**src/rtl/irq_seq_pkg.sv**
```systemverilog
package irq_seq_pkg;

  typedef enum logic [3:0] {
    S_IDLE,
    S_ACK,
    S_PUSH_F,
    S_PUSH_CS,
    S_PUSH_IP,
    S_RD_OFF,
    S_RD_SEG,
    S_LOAD,
    S_POP_IP,
    S_POP_CS,
    S_POP_F,
    S_RLOAD
  } seq_state_t;

  typedef enum logic [2:0] {
    K_NONE,
    K_SWI,
    K_NMI,
    K_IRQ,
    K_RET
  } req_kind_t;

  typedef enum logic [1:0] {
    A_PUSH,
    A_POP,
    A_VOFF,
    A_VSEG
  } addr_sel_t;

endpackage

```
**src/rtl/irq_seq_arb.sv**
```systemverilog
// Boundary sampling and fixed priority among the request sources.
module irq_seq_arb
  import irq_seq_pkg::*;
#(
  parameter int TW = 8,
  parameter logic [TW-1:0] NMI_TYPE = TW'(2)
) (
  input  logic          clk,
  input  logic          rst_n,
  input  logic          idle,
  input  logic          boundary,
  input  logic          swi_req,
  input  logic [TW-1:0] swi_type,
  input  logic          nmi_req,
  input  logic          irq_req,
  input  logic          ret_req,
  input  logic          if_flag,
  output logic          take,
  output req_kind_t     kind,
  output logic [TW-1:0] take_type
);

  always_comb begin
    kind      = K_NONE;
    take_type = swi_type;
    if (swi_req) begin
      kind = K_SWI;
    end else if (nmi_req) begin
      kind      = K_NMI;
      take_type = NMI_TYPE;
    end else if (irq_req && if_flag) begin
      kind = K_IRQ;
    end else if (ret_req) begin
      kind = K_RET;
    end
  end

  assign take = idle && boundary && (kind != K_NONE);

  // a masked maskable request alone never wins
  a_r6_masked_ignored: assert property (@(posedge clk) disable iff (!rst_n)
    (irq_req && !if_flag && !swi_req && !nmi_req && !ret_req) |-> !take);

  // a software trigger always beats the non-maskable request
  a_r7_swi_first: assert property (@(posedge clk) disable iff (!rst_n)
    (take && swi_req) |-> (kind == K_SWI));

endmodule

```
**src/rtl/irq_seq_addr.sv**
```systemverilog
// Physical address former for stack and vector-table accesses.
module irq_seq_addr
  import irq_seq_pkg::*;
#(
  parameter int W  = 16,
  parameter int AW = 20,
  parameter int TW = 8
) (
  input  addr_sel_t     sel,
  input  logic [W-1:0]  ss,
  input  logic [W-1:0]  sp,
  input  logic [TW-1:0] vtype,
  output logic [AW-1:0] addr
);

  localparam int SEG_SHIFT = AW - W;
  localparam int STEP      = W / 8;
  localparam int VSHIFT    = $clog2(2 * STEP);
  localparam int VPAD      = AW - TW - VSHIFT;

  logic [W-1:0]  sp_eff;
  logic [AW-1:0] stack_pa;
  logic [AW-1:0] vec_base;

  always_comb begin
    sp_eff   = (sel == A_PUSH) ? (sp - W'(STEP)) : sp;
    stack_pa = {ss, {SEG_SHIFT{1'b0}}} + {{SEG_SHIFT{1'b0}}, sp_eff};
    vec_base = {{VPAD{1'b0}}, vtype, {VSHIFT{1'b0}}};
    unique case (sel)
      A_VOFF:  addr = vec_base;
      A_VSEG:  addr = vec_base + AW'(STEP);
      default: addr = stack_pa;
    endcase
  end

endmodule

```
**src/rtl/irq_seq.sv**
```systemverilog
// Vectored interrupt entry / return sequencer.
module irq_seq
  import irq_seq_pkg::*;
#(
  parameter int W        = 16,
  parameter int AW       = 20,
  parameter int TW       = 8,
  parameter int NMI_TYPE = 2,
  parameter int IF_BIT   = 9,
  parameter int TF_BIT   = 8
) (
  input  logic          clk,
  input  logic          rst_n,
  input  logic          boundary,
  input  logic          swi_req,
  input  logic [TW-1:0] swi_type,
  input  logic          nmi_req,
  input  logic          irq_req,
  output logic          irq_ack,
  input  logic          irq_type_valid,
  input  logic [TW-1:0] irq_type,
  input  logic          ret_req,
  input  logic [W-1:0]  flags_in,
  input  logic [W-1:0]  cs_in,
  input  logic [W-1:0]  ip_in,
  input  logic [W-1:0]  ss_in,
  input  logic [W-1:0]  sp_in,
  output logic [W-1:0]  flags_out,
  output logic          flags_we,
  output logic [W-1:0]  cs_out,
  output logic          cs_we,
  output logic [W-1:0]  ip_out,
  output logic          ip_we,
  output logic [W-1:0]  sp_out,
  output logic          sp_we,
  output logic          mem_valid,
  input  logic          mem_ready,
  output logic          mem_we,
  output logic [AW-1:0] mem_addr,
  output logic [W-1:0]  mem_wdata,
  input  logic [W-1:0]  mem_rdata,
  output logic          busy,
  output logic          done
);

  localparam int STEP = W / 8;
  localparam logic [W-1:0] CLR_MASK = ~((W'(1) << IF_BIT) | (W'(1) << TF_BIT));
  localparam int VPAD = AW - TW - 2;

  seq_state_t    state, state_nx;
  logic [TW-1:0] type_q;
  logic [W-1:0]  ss_q, sp_q, fl_q, cs_q, ip_q;
  logic          take, hs;
  req_kind_t     kind;
  logic [TW-1:0] take_type;
  addr_sel_t     asel;

  irq_seq_arb #(.TW(TW), .NMI_TYPE(TW'(NMI_TYPE))) u_arb (
    .clk       (clk),
    .rst_n     (rst_n),
    .idle      (state == S_IDLE),
    .boundary  (boundary),
    .swi_req   (swi_req),
    .swi_type  (swi_type),
    .nmi_req   (nmi_req),
    .irq_req   (irq_req),
    .ret_req   (ret_req),
    .if_flag   (flags_in[IF_BIT]),
    .take      (take),
    .kind      (kind),
    .take_type (take_type)
  );

  always_comb begin
    unique case (state)
      S_PUSH_F, S_PUSH_CS, S_PUSH_IP: asel = A_PUSH;
      S_RD_OFF:                       asel = A_VOFF;
      S_RD_SEG:                       asel = A_VSEG;
      default:                        asel = A_POP;
    endcase
  end

  irq_seq_addr #(.W(W), .AW(AW), .TW(TW)) u_addr (
    .sel   (asel),
    .ss    (ss_q),
    .sp    (sp_q),
    .vtype (type_q),
    .addr  (mem_addr)
  );

  // memory side
  always_comb begin
    mem_valid = 1'b0;
    mem_we    = 1'b0;
    mem_wdata = '0;
    unique case (state)
      S_PUSH_F:  begin mem_valid = 1'b1; mem_we = 1'b1; mem_wdata = fl_q; end
      S_PUSH_CS: begin mem_valid = 1'b1; mem_we = 1'b1; mem_wdata = cs_q; end
      S_PUSH_IP: begin mem_valid = 1'b1; mem_we = 1'b1; mem_wdata = ip_q; end
      S_RD_OFF, S_RD_SEG, S_POP_IP, S_POP_CS, S_POP_F: mem_valid = 1'b1;
      default: ;
    endcase
  end

  assign hs = mem_valid && mem_ready;

  // next state
  always_comb begin
    state_nx = state;
    unique case (state)
      S_IDLE: if (take) begin
        unique case (kind)
          K_IRQ:   state_nx = S_ACK;
          K_RET:   state_nx = S_POP_IP;
          default: state_nx = S_PUSH_F;
        endcase
      end
      S_ACK:     if (irq_type_valid) state_nx = S_PUSH_F;
      S_PUSH_F:  if (hs) state_nx = S_PUSH_CS;
      S_PUSH_CS: if (hs) state_nx = S_PUSH_IP;
      S_PUSH_IP: if (hs) state_nx = S_RD_OFF;
      S_RD_OFF:  if (hs) state_nx = S_RD_SEG;
      S_RD_SEG:  if (hs) state_nx = S_LOAD;
      S_POP_IP:  if (hs) state_nx = S_POP_CS;
      S_POP_CS:  if (hs) state_nx = S_POP_F;
      S_POP_F:   if (hs) state_nx = S_RLOAD;
      default:   state_nx = S_IDLE;
    endcase
  end

  always_ff @(posedge clk) begin
    if (!rst_n) begin
      state  <= S_IDLE;
      type_q <= '0;
      ss_q   <= '0;
      sp_q   <= '0;
      fl_q   <= '0;
      cs_q   <= '0;
      ip_q   <= '0;
    end else begin
      state <= state_nx;
      if (state == S_IDLE && take) begin
        type_q <= take_type;
        ss_q   <= ss_in;
        sp_q   <= sp_in;
        fl_q   <= flags_in;
        cs_q   <= cs_in;
        ip_q   <= ip_in;
      end
      if (state == S_ACK && irq_type_valid) type_q <= irq_type;
      if (hs) begin
        unique case (state)
          S_PUSH_F, S_PUSH_CS, S_PUSH_IP: sp_q <= sp_q - W'(STEP);
          S_RD_OFF: ip_q <= mem_rdata;
          S_RD_SEG: cs_q <= mem_rdata;
          S_POP_IP: begin ip_q <= mem_rdata; sp_q <= sp_q + W'(STEP); end
          S_POP_CS: begin cs_q <= mem_rdata; sp_q <= sp_q + W'(STEP); end
          S_POP_F:  begin fl_q <= mem_rdata; sp_q <= sp_q + W'(STEP); end
          default: ;
        endcase
      end
    end
  end

  // register write-back and status
  assign done      = (state == S_LOAD) || (state == S_RLOAD);
  assign flags_we  = done;
  assign cs_we     = done;
  assign ip_we     = done;
  assign sp_we     = done;
  assign flags_out = (state == S_LOAD) ? (fl_q & CLR_MASK) : fl_q;
  assign cs_out    = cs_q;
  assign ip_out    = ip_q;
  assign sp_out    = sp_q;
  assign busy      = (state != S_IDLE);
  assign irq_ack   = (state == S_ACK);

  // a sequence starts only after a boundary strobe
  a_r1_start_on_boundary: assert property (@(posedge clk) disable iff (!rst_n)
    $rose(busy) |-> $past(boundary));

  // acknowledge only while waiting for the type, never with memory traffic
  a_r2_ack_alone: assert property (@(posedge clk) disable iff (!rst_n)
    irq_ack |-> (busy && !mem_valid && !done));

  // entry write-back has enable and trace cleared
  a_r4_flags_cleared: assert property (@(posedge clk) disable iff (!rst_n)
    (flags_we && state != S_RLOAD) |-> (!flags_out[IF_BIT] && !flags_out[TF_BIT]));

  // vector reads stay inside the table
  a_r5_vec_in_table: assert property (@(posedge clk) disable iff (!rst_n)
    (mem_valid && (state == S_RD_OFF || state == S_RD_SEG))
      |-> (mem_addr[AW-1:AW-VPAD] == '0 && !mem_we));

  // request held steady under back-pressure
  a_r9_hold_request: assert property (@(posedge clk) disable iff (!rst_n)
    (mem_valid && !mem_ready) |=> (mem_valid && $stable(mem_addr)
      && $stable(mem_we) && $stable(mem_wdata)));

  // no new acceptance while a sequence runs
  a_r10_atomic: assert property (@(posedge clk) disable iff (!rst_n)
    (busy && !done) |=> busy);

  // done is a single pulse followed by idle
  a_r11_done_pulse: assert property (@(posedge clk) disable iff (!rst_n)
    done |=> (!done && !busy));

endmodule

```
**config.mk**
```make
export PLATFORM = sky130hd
export DESIGN_NAME = irq_seq
export DESIGN_NICKNAME = d
export VERILOG_FILES = /design/src/rtl/irq_seq_pkg.sv /design/src/rtl/irq_seq_arb.sv /design/src/rtl/irq_seq_addr.sv /design/src/rtl/irq_seq.sv
export SDC_FILE = /design/constraint.sdc
export NUM_CORES = 1
export LEC_CHECK = 0
export BUFFER_PORTS_ARGS = -buffer_cell sky130_fd_sc_hd__buf_4
export CAP_MARGIN = 20
export CELL_PAD_IN_SITES_DETAIL_PLACEMENT = 0
export CELL_PAD_IN_SITES_GLOBAL_PLACEMENT = 2
export CORE_AREA = 2 2 148 150
export DETAILED_ROUTE_END_ITERATION = 16
export DIE_AREA = 0 0 150 152
export PLACE_DENSITY = 0.91
export SYNTH_ARGS = -nofsm -noshare
export SYNTH_HDL_FRONTEND = slang
export SYNTH_SLANG_ARGS = --single-unit
```
**constraint.sdc**
```tcl
create_clock -name clk -period 8.22 [get_ports clk]
set_input_delay 1.644 -clock clk [delete_from_list [all_inputs] [get_ports clk]]
set_output_delay 1.644 -clock clk [all_outputs]
set_load 0.02 [all_outputs]
```
==> results of run 1 <==
-- worst max-delay path, stage by stage, from the launching register on --
cell and delay (ns):
dfxtp_1 0.43, inv_1 0.19, ha_1 0.25, or3b_4 0.41, or4_1 0.48, nor2_2 0.20
nand2_1 0.09, xnor2_1 0.24, ha_1 0.30, o21ai_0 0.24, a21oi_1 0.12, a221o_1 0.34
a41oi_1 0.25, xor2_1 0.16, nor2_1 0.05, buf_4 0.16
-- layout by cell type, fill, tap and decap left out, types with 17 or more instances in the layout --
master,instances
a21oi_1,50
dfxtp_1,92
o21ai_0,23
nand3_1,17
nor2_1,84
nand2_1,186
a311oi_1,48
buf_4,242
inv_1,25
-- kinds of logic after synthesis --
logic type,Yosys count,share of synthesized area (%)
buffers and inverters,110,8.21
XOR/XNOR,29,4.21
AO/OA/AOI/OAI,207,24.9
multiplexers,18,3.07
adder cells (fa/ha/maj),17,3.65
AND/OR/NAND/NOR,353,25.4
flip-flops,92,30.5
-- power groups by stage --
stage               Clock, W  Combinational, W  Sequential [W]
global route        0.000443           0.00190        0.000775
floorplan                  0           0.00114        0.000730
CTS                 0.000423           0.00176        0.000750
finish              0.000414           0.00173        0.000752
detailed placement         0           0.00175        0.000757
global placement           0           0.00175        0.000758
-- layer usage --
layer  up-vias  GRT usage, %  routed length (um)
li1       3263             -                   -
met5         -             0                   0
met4         0          5.39                 337
met3        19          6.04                2090
met2       267          31.7               10500
met1      3075          25.7                9940
-- registers in the layout, indices dropped and copies added (netlist names) --
register / cells
type_q: 8
cs_out: 16
ss_q: 16
ip_out: 16
sp_out: 16
fl_q: 16
state: 4
-- synthesized netlist by cell type (all sizes together) (8+ instances only) --
| master | instances | area, um^2 |
|---|---|---|
| a21oi | 50 | 250 |
| a222oi | 16 | 160 |
| a311oi | 48 | 420 |
| a31oi | 8 | 50.1 |
| and3 | 12 | 75.1 |
| buf | 37 | 221 |
| clkbuf | 47 | 176 |
| dfxtp | 92 | 1840 |
| ha | 16 | 200 |
| inv | 26 | 97.6 |
| mux2i | 14 | 140 |
| nand2 | 186 | 698 |
| nand2b | 11 | 68.8 |
| nand3 | 17 | 85.1 |
| nor2 | 86 | 328 |
| nor3 | 12 | 65.1 |
| o21ai | 23 | 115 |
| o22ai | 11 | 75.1 |
| xnor2 | 13 | 114 |
| xor2 | 16 | 140 |
-- area by class of cell --
class | count | area (um^2) | share of cell area, %
clock inverter | 5 | 43.8 | 0.541
multi-input combinational | 624 | 3710 | 45.9
inverter | 26 | 97.6 | 1.21
tap | 280 | 350 | 4.33
sequential | 92 | 1840 | 22.8
clock buffer | 10 | 229 | 2.83
timing repair buffer | 242 | 1820 | 22.5
-- final timing paths --
path,end,slack (ns),cells after the start
worst max-delay path,mem_addr[17],2.31,15
worst min-delay path,ss_q[3],0.46,2
worst max register to register,type_q[3],5.01,7
worst min register to register,ss_q[3],0.46,2
-- metrics by stage --
step           total power [W]  setup slack, ns  area (um^2)  instances
2_1_floorplan          0.00187             2.94         6030        826
4_1_cts                0.00293             2.33         8090       1279
6_report               0.00290             2.31         8090       1279
3_5_place_dp           0.00251             2.73         7820       1264
3_3_place_gp           0.00250             2.82         7820       1264
5_1_grt                0.00312             1.89         8090       1279
==> metrics.cfg, run 1 <==
[final_layout]
diodes=0
fill_cells=2291
fin_nets=1133
drive_above_1_share_pct=27.6
utilization_pct=37.9
syn_to_final_growth_pct=34.1

[setup_path]
arrival_ns=4.27
cp-end-kind=primary output
worst_ep_required_time_ns=6.58
critPathLaunch=sp_out[1]
crit_type=reg2out
critPathMaxFanout=12
cp-start-kind=flip-flop
reg2reg_from=state[3]

[timing]
tns_ns=0
timing.hold.ws_ns=0.462
finalSetupViolCount=0
rsz0062_at_grt=false
worstMarginPinSlew_ns=0.924
worst_clock_skew_ns=0.0125
finalCritPeriodShare_pct=71.9
slew_violations=0
maxSlewHeadroom_pct=38.4
hold_viol=0
fmax_mhz=169
fin_crit_ns=5.91

[cts]
clkTransAtPathRegs_ns=0.07
cts_root_buf=clkbuf_16
cts_resized=0
postCtsHoldBufs=0
cts_tree=done
clockBufferDepth=2
numCtsBuffers=9
post-cts-setup-buffers=0
cts_max_level=3
clk_latency_ns=0.36
clock_sinks=92

[floorplanning]
die_w_um=150
die_h_um=152
die_area_um2=22800
num_rows=54
start_util_pct=28.3
core_um2=21400
num_io_pins=230

[place]
place.gp.congestion=0.872
dp_hpwl_mm=16.5
port_buffers=229

[power]
p_int_w=0.00147
swShare_pct=49.4
powerDensity_nw_per_um2=358
sequentialPowerShare_pct=25.9
leakage_nw=3.56
pwr-share-clk_pct=14.3
switching_power_w=0.00143
pwr-share-comb_pct=59.8
vdd_drop_max_mv=0.171

[detailed_routing]
dr.pass1.iters=6
antenna_left=0
drcViolationCount=0
viasPerCell=5.18
wl_mm=22.9
first_iter_violations=486
wl_per_cell_um=17.9
via_count=6624

[run]
cap_violations=0

[run_status]
status=finished clean

[synthesis]
syn_avg_cell_area_um2=7.31
synth_cell_types=63
synthArstFlopShare_pct=0
synth-seq-cells=92
synth-edff-count=0
synth-seq-area-share_pct=30.5
syn_area_um2=6030
yosys_most_used_dff=dfxtp_1
yosysWarnings=0
syn_nets=964
synth_cells=826

[min_path]
hold_path_class=reg2reg
min_from=ss_q[3]

[global_route]
grt_max_degree=80
grt_pass1_vias=6301
grt_pass1_wl_mm=35.7
grt.total_usage_pct=19.8
antenna_found_initial=0
gr-total-overflow=0

No activity file was read; power rests on OpenSTA's default activity.
==> run 2: changes to the inputs <==
--- a/config.mk
+++ b/config.mk
@@ -9,10 +9,10 @@
 export CAP_MARGIN = 20
 export CELL_PAD_IN_SITES_DETAIL_PLACEMENT = 0
 export CELL_PAD_IN_SITES_GLOBAL_PLACEMENT = 2
-export CORE_AREA = 2 2 148 150
+export CORE_AREA = 2 2 162 164
 export DETAILED_ROUTE_END_ITERATION = 16
-export DIE_AREA = 0 0 150 152
-export PLACE_DENSITY = 0.91
+export DIE_AREA = 0 0 164 166
+export PLACE_DENSITY = 0.82
 export SYNTH_ARGS = -nofsm -noshare
 export SYNTH_HDL_FRONTEND = slang
 export SYNTH_SLANG_ARGS = --single-unit
==> constraint.sdc (replaced) <==
create_clock -name clk -period 4.85 [get_ports clk]
set_input_delay 0.97 -clock clk [delete_from_list [all_inputs] [get_ports clk]]
set_output_delay 0.97 -clock clk [all_outputs]
set_load 0.02 [all_outputs]
==> run 2 against run 1 <==
  * Combinational power increased by 86%
  * First-iteration DRC count decreased by 9.5%
  * Final cell count increased by 5.6%
  * Cell area increased by 4.5%
  * Clock skew decreased by 0.0025 ns
  * Clock power increased by 110%
  * Via count increased by 1.5%
  * Power increased by 82%
  * Clock-buffer cell count unchanged
  * Largest cell class unchanged
  * Highest routed layer unchanged
==> metrics.cfg, run 2 (synthesis gave the netlist of run 1 again) <==
[global_route]
gr-total-overflow=0  ; unchanged
grt_pass1_vias=6443  ; +2.3%
antenna_found_initial=1  ; +1
grt_pass1_wl_mm=36.9  ; +3.4%
grt.total_usage_pct=17.3  ; -2.5 points
grt_max_degree=47  ; -41%

[detailed_routing]
dr.pass1.iters=5  ; -1
wl_per_cell_um=17.9  ; about the same
via_count=6722  ; +1.5%
wl_mm=24.2  ; +5.6%
viasPerCell=4.98  ; -3.9%
drcViolationCount=0  ; unchanged
first_iter_violations=440  ; -9.5%
antenna_left=0  ; unchanged

[setup_path]
r2r_cells=8  ; +1
critPathMaxFanout=5  ; -7
slowest_stage=or4_4
critPathTopFamily=simple AND/OR/NAND/NOR gates
crit_type=reg2out
cp_num_buf_inv=2  ; unchanged
regToRegEndpoint=sp_out[3]
slowest_delay_ns=0.47  ; about the same
rrSetupSlack_ns=2.20  ; -2.81 ns
reg2reg_from=state[1]
worst_ep_required_time_ns=3.88  ; -2.70 ns
cp-start-kind=flip-flop
cp-end-kind=primary output
path_cells=inv_1 > ha_2 > or3b_4 > or3_4 > or4_4 > xnor2_2 > ha_4 > nand3_1 > a21oi_1 > a221o_1 > a41oi_2 > xor2_1 > nor2_1 > buf_4
arrival_ns=3.74  ; -0.53 ns

[floorplanning]
die_area_um2=27200  ; +19%
num_rows=59  ; +9.3%
core_um2=25600  ; +20%
num_io_pins=230  ; unchanged
die_h_um=166  ; +9.2%
die_w_um=164  ; +9.3%
start_util_pct=23.6  ; -4.7 points

[place]
place.gp.congestion=0.823  ; -5.6%
dp_cells=1333  ; +5.5%
port_buffers=229  ; unchanged
dp_hpwl_mm=17.9  ; +8.7%

[cts]
cts_tree=done
clockBufferDepth=2  ; unchanged
cts_max_level=3  ; unchanged
clkTransAtPathRegs_ns=0.07  ; about the same
clock_sinks=92  ; unchanged
clk_latency_ns=0.35  ; about the same
numCtsBuffers=9  ; unchanged
postCtsHoldBufs=0  ; unchanged
cts_root_buf=clkbuf_16

[timing]
timing.hold.ws_ns=0.462  ; -0.000525 ns
worst_clock_skew_ns=0.0101  ; -0.00245 ns
finalCritPeriodShare_pct=97.2
fin_crit_ns=4.71
maxSlewHeadroom_pct=46.7  ; +8.4 points
finalSetupViolCount=0  ; unchanged
worstMarginPinSlew_ns=0.791  ; -0.134 ns
hold_viol=0  ; unchanged
fmax_mhz=212
slew_violations=0  ; unchanged
rsz0062_at_grt=true
tns_ns=0  ; unchanged

[run_status]
status=finished clean

[final_layout]
syn_to_final_growth_pct=40.2
drive_above_1_share_pct=30.3  ; +2.7 points
fin_cells=1351  ; +5.6%
final_cell_mix=256 x buf_4, 186 x nand2_1, 92 x dfxtp_1
fin_nets=1148  ; +1.3%
final_common_cell=buf_4
fill_cells=2807  ; +23%

[min_path]
hold_path_class=reg2reg
holdPathStages=2  ; unchanged
min_from=ss_q[10]
whs_endpoint=ss_q[10]

[power]
powerDensity_nw_per_um2=624  ; +74%
vdd_drop_max_mv=0.285  ; +66%
power_w=0.00528  ; +82%
leakage_nw=3.69  ; +3.6%

[run]
cap_violations=0  ; unchanged

[run 2: changes by cell type in the layout (fill, tap and decap cells not counted), sizes merged]
cell,before,now
buf,242,257
diode,0,1
bufinv,0,3
inv,30,28
[run 2: layer usage]
metal | global-route usage [%] | vias up | wire length (um)
li1 | - | 3302 | -
met1 | 22.1 | 3142 | 10600
met2 | 27.8 | 259 | 11100
met3 | 5.94 | 19 | 2180
met4 | 4.42 | 0 | 362
met5 | 0 | - | 0
[run 2: repair_timing]
action	CTS	global route
setup buffers	0	1
endpoints found under the hold margin	0	0
pin swaps	0	5
gates resized for setup	2	17
setup endpoints to repair	4	7
[run 2: metrics by stage]
step / area [um^2] / setup slack (ns) / utilization [%]
after floorplan: 6030 / 0.248 / -
after global placement: 8010 / 0.363 / 31.3
after detailed placement: 8010 / 0.298 / 31.3
after CTS: 8370 / 0.00168 / 32.7
after global routing: 8460 / -0.00900 / 33.0
final: 8460 / 0.136 / 33.0
[run 2: area by class of cell]
| type | instances | area, um^2 | area share [%] |
|---|---|---|---|
| multi-input combinational | 624 | 3800 | 44.9 |
| sequential | 92 | 1840 | 21.8 |
| clock inverter | 6 | 119 | 1.41 |
| antenna | 1 | 2.50 | 0.0296 |
| tap | 335 | 419 | 4.95 |
| inverter | 26 | 97.6 | 1.15 |
| timing repair buffer | 257 | 1940 | 23.0 |
| clock buffer | 10 | 239 | 2.83 |
[run 2: worst max path at each step]
stage               startpoint           end  slack, ns  cells after the start
global placement     sp_out[1]  mem_addr[17]       0.36                     15
CTS                  sp_out[2]  mem_addr[17]      0.002                     15
floorplan            sp_out[1]  mem_addr[17]       0.25                     15
global route         sp_out[1]  mem_addr[17]     -0.009                     15
detailed placement   sp_out[2]  mem_addr[17]       0.30                     15
finish               sp_out[2]  mem_addr[17]       0.14                     14
[run 2: where the power goes]
part / internal, W / total, W / switching, W
clock network: 0.000526 / 0.000870 / 0.000344
registers: 0.000964 / 0.00120 / 0.000232
logic: 0.00128 / 0.00321 / 0.00193
total: 0.00277 / 0.00528 / 0.00251
[run 2: worst min-delay path: cells and delay by family, from the launching register on]
kind               cells  cell delay (ns)
AOI/OAI and AO/OA      1             0.05
DFF                    1             0.32
and+or+nand+nor        1             0.05
==> run 3: changes to the inputs <==
--- a/config.mk
+++ b/config.mk
@@ -12,7 +12,7 @@
 export CORE_AREA = 2 2 162 164
 export DETAILED_ROUTE_END_ITERATION = 16
 export DIE_AREA = 0 0 164 166
-export PLACE_DENSITY = 0.82
+export PLACE_DENSITY = 0.81
 export SYNTH_ARGS = -nofsm -noshare
 export SYNTH_HDL_FRONTEND = slang
 export SYNTH_SLANG_ARGS = --single-unit
==> run 3 against run 2 <==
  * Wire length is 1.5% higher
  * Critical path depth is 1 lower
  * Core utilization is 0.13 points lower
  * Combinational power is 2% higher
  * Non-clock buffer count is 6 higher
  * Sequential power hardly changed
  * Critical path type unchanged
  * Highest routed layer unchanged
==> metrics.cfg, run 3 (synthesis gave the netlist of run 1 again) <==
[detailed_routing]
via_count=6824  ; +1.5%
viasPerCell=5.04  ; +1.2%
first_iter_violations=485  ; +10%
wl_mm=24.6  ; +1.5%
antenna_left=0  ; unchanged
dr.pass1.iters=7  ; +2
wl_per_cell_um=18.1  ; +1.2%
drcViolationCount=0  ; unchanged

[setup_path]
regToRegEndpoint=sp_out[6]
cp-end-kind=primary output
r2r_cells=8  ; unchanged
critPathLaunch=sp_out[1]
endpoint=mem_addr[17]
crit_type=reg2out
critPathMaxFanout=4  ; -1
cp-start-kind=flip-flop
arrival_ns=3.79  ; +0.05 ns
worst_ep_required_time_ns=3.88  ; about the same
rrSetupSlack_ns=2.21  ; about the same
reg2reg_from=state[1]

[global_route]
gr-total-overflow=0  ; unchanged
antenna_found_initial=0  ; -1
grt_pass1_wl_mm=37.5  ; +1.7%
grt_max_degree=49  ; +4.3%
grt.total_usage_pct=17.5  ; +0.19 points
grt_pass1_vias=6582  ; +2.2%

[timing]
worstMarginPinSlew_ns=0.979  ; +0.188 ns
finalCritPeriodShare_pct=98.2  ; +1.0 points
fin_crit_ns=4.76  ; +0.0492 ns
maxSlewHeadroom_pct=34.8  ; -12 points
slew_violations=0  ; unchanged
fmax_mhz=210  ; -1.0%
tns_ns=0  ; unchanged
finalSetupViolCount=0  ; unchanged
rsz0062_at_grt=true
hold_viol=0  ; unchanged
worst_clock_skew_ns=0.0143  ; +0.00427 ns

[floorplanning]
start_util_pct=23.6  ; unchanged
die_w_um=164  ; unchanged
die_h_um=166  ; unchanged
num_rows=59  ; unchanged
die_area_um2=27200  ; unchanged
core_um2=25600  ; unchanged
num_io_pins=230  ; unchanged

[final_layout]
diodes=0  ; -1
fin_nets=1154  ; +0.52%
final_area_um2=8430  ; -0.38%
final_common_cell=buf_4
seq_area_um2=1840  ; unchanged
utilization_pct=32.9  ; -0.13 points
multi_input_area_um2=3760  ; -1.0%
fin_cells=1355  ; +0.30%
final_cell_mix=261 x buf_4, 186 x nand2_1, 92 x dfxtp_1
syn_to_final_growth_pct=39.6
drive_above_1_share_pct=30.1  ; -0.25 points
fill_cells=2813  ; +0.21%

[run_status]
status=finished clean

[power]
vdd_drop_max_mv=0.303  ; +6.1%
leakage_nw=3.70  ; +0.28%
powerDensity_nw_per_um2=623  ; -0.18%

[min_path]
hold_path_class=reg2reg

[cts]
cts_root_buf=clkbuf_16
clock_sinks=92  ; unchanged
cts_tree=done
clockBufferDepth=2  ; unchanged
numCtsBuffers=9  ; unchanged
cts_max_level=3  ; unchanged
clkTransAtPathRegs_ns=0.07  ; about the same
clk_latency_ns=0.35  ; about the same

[place]
dp_hpwl_mm=18.0  ; +0.26%
port_buffers=229  ; unchanged
dp_cells=1333  ; unchanged
placed_area_um2=8010  ; unchanged
place.gp.congestion=0.841  ; +2.1%

[run]
cap_violations=0  ; unchanged

-- run 3: through the flow --
| stage | total power [W] | hold WS (ns) | setup WS (ns) |
|---|---|---|---|
| after floorplan | 0.00318 | 0.441 | 0.248 |
| after global placement | 0.00438 | 0.454 | 0.343 |
| after detailed placement | 0.00439 | 0.453 | 0.309 |
| after CTS | 0.00521 | 0.466 | 0.00503 |
| after global routing | 0.00562 | 0.478 | -0.0576 |
| final | 0.00525 | 0.463 | 0.0869 |
-- run 3: worst min-delay path by stage --
stage | endpoint | slack, ns | depth (start not counted) | from
3_5_place_dp | ss_q[11] | 0.45 | 2 | ss_q[11]
2_1_floorplan | ss_q[0] | 0.44 | 2 | ss_q[0]
4_1_cts | ss_q[11] | 0.47 | 2 | ss_q[11]
3_3_place_gp | ss_q[9] | 0.45 | 2 | ss_q[9]
5_1_grt | ss_q[0] | 0.48 | 2 | ss_q[0]
6_report | ss_q[10] | 0.46 | 2 | ss_q[10]
-- run 3: critical path, cell delays in order, from the launching register on --
cell and delay, ns:
dfxtp_1 0.31, inv_1 0.07, ha_2 0.19, or3b_4 0.40
or3_4 0.36, or4_4 0.46, xnor2_1 0.16, ha_1 0.36
buf_4 0.16, a221o_1 0.38, a41oi_2 0.22, xor2_1 0.16
nor2_1 0.05, buf_4 0.16
-- run 3: power breakdown --
| part | leakage [nW] | internal, W | switching, W |
|---|---|---|---|
| Sequential | 0.753 | 0.000964 | 0.000215 |
| Clock | 0.149 | 0.000453 | 0.000331 |
| Combinational | 2.80 | 0.00132 | 0.00197 |
-- run 3: metal layers --
metal | global-route usage [%] | share of wire [%] | up-vias
met4 | 2.90 | 0.88 | 0
met3 | 5.47 | 8.7 | 15
met2 | 28.5 | 46 | 262
li1 | - | - | 3304
met5 | 0 | 0 | -
met1 | 22.9 | 44 | 3243
-- run 3: layout make-up --
class                   instances  area share (%)
clock inverters                 5            1.01
inverters                      26            1.16
repair buffers                263            23.7
multi-input cells             624            44.6
clock buffers                  10            2.72
well taps                     335            4.97
flip-flops and latches         92            21.9
-- run 3: repair_timing --
item / in CTS / in global routing
endpoints found under the setup margin: 6 / 7
pin swaps: 0 / 6
setup buffers: 0 / 6
gates cloned: 0 / 0
hold buffers: 0 / 0
resized for setup: 4 / 10
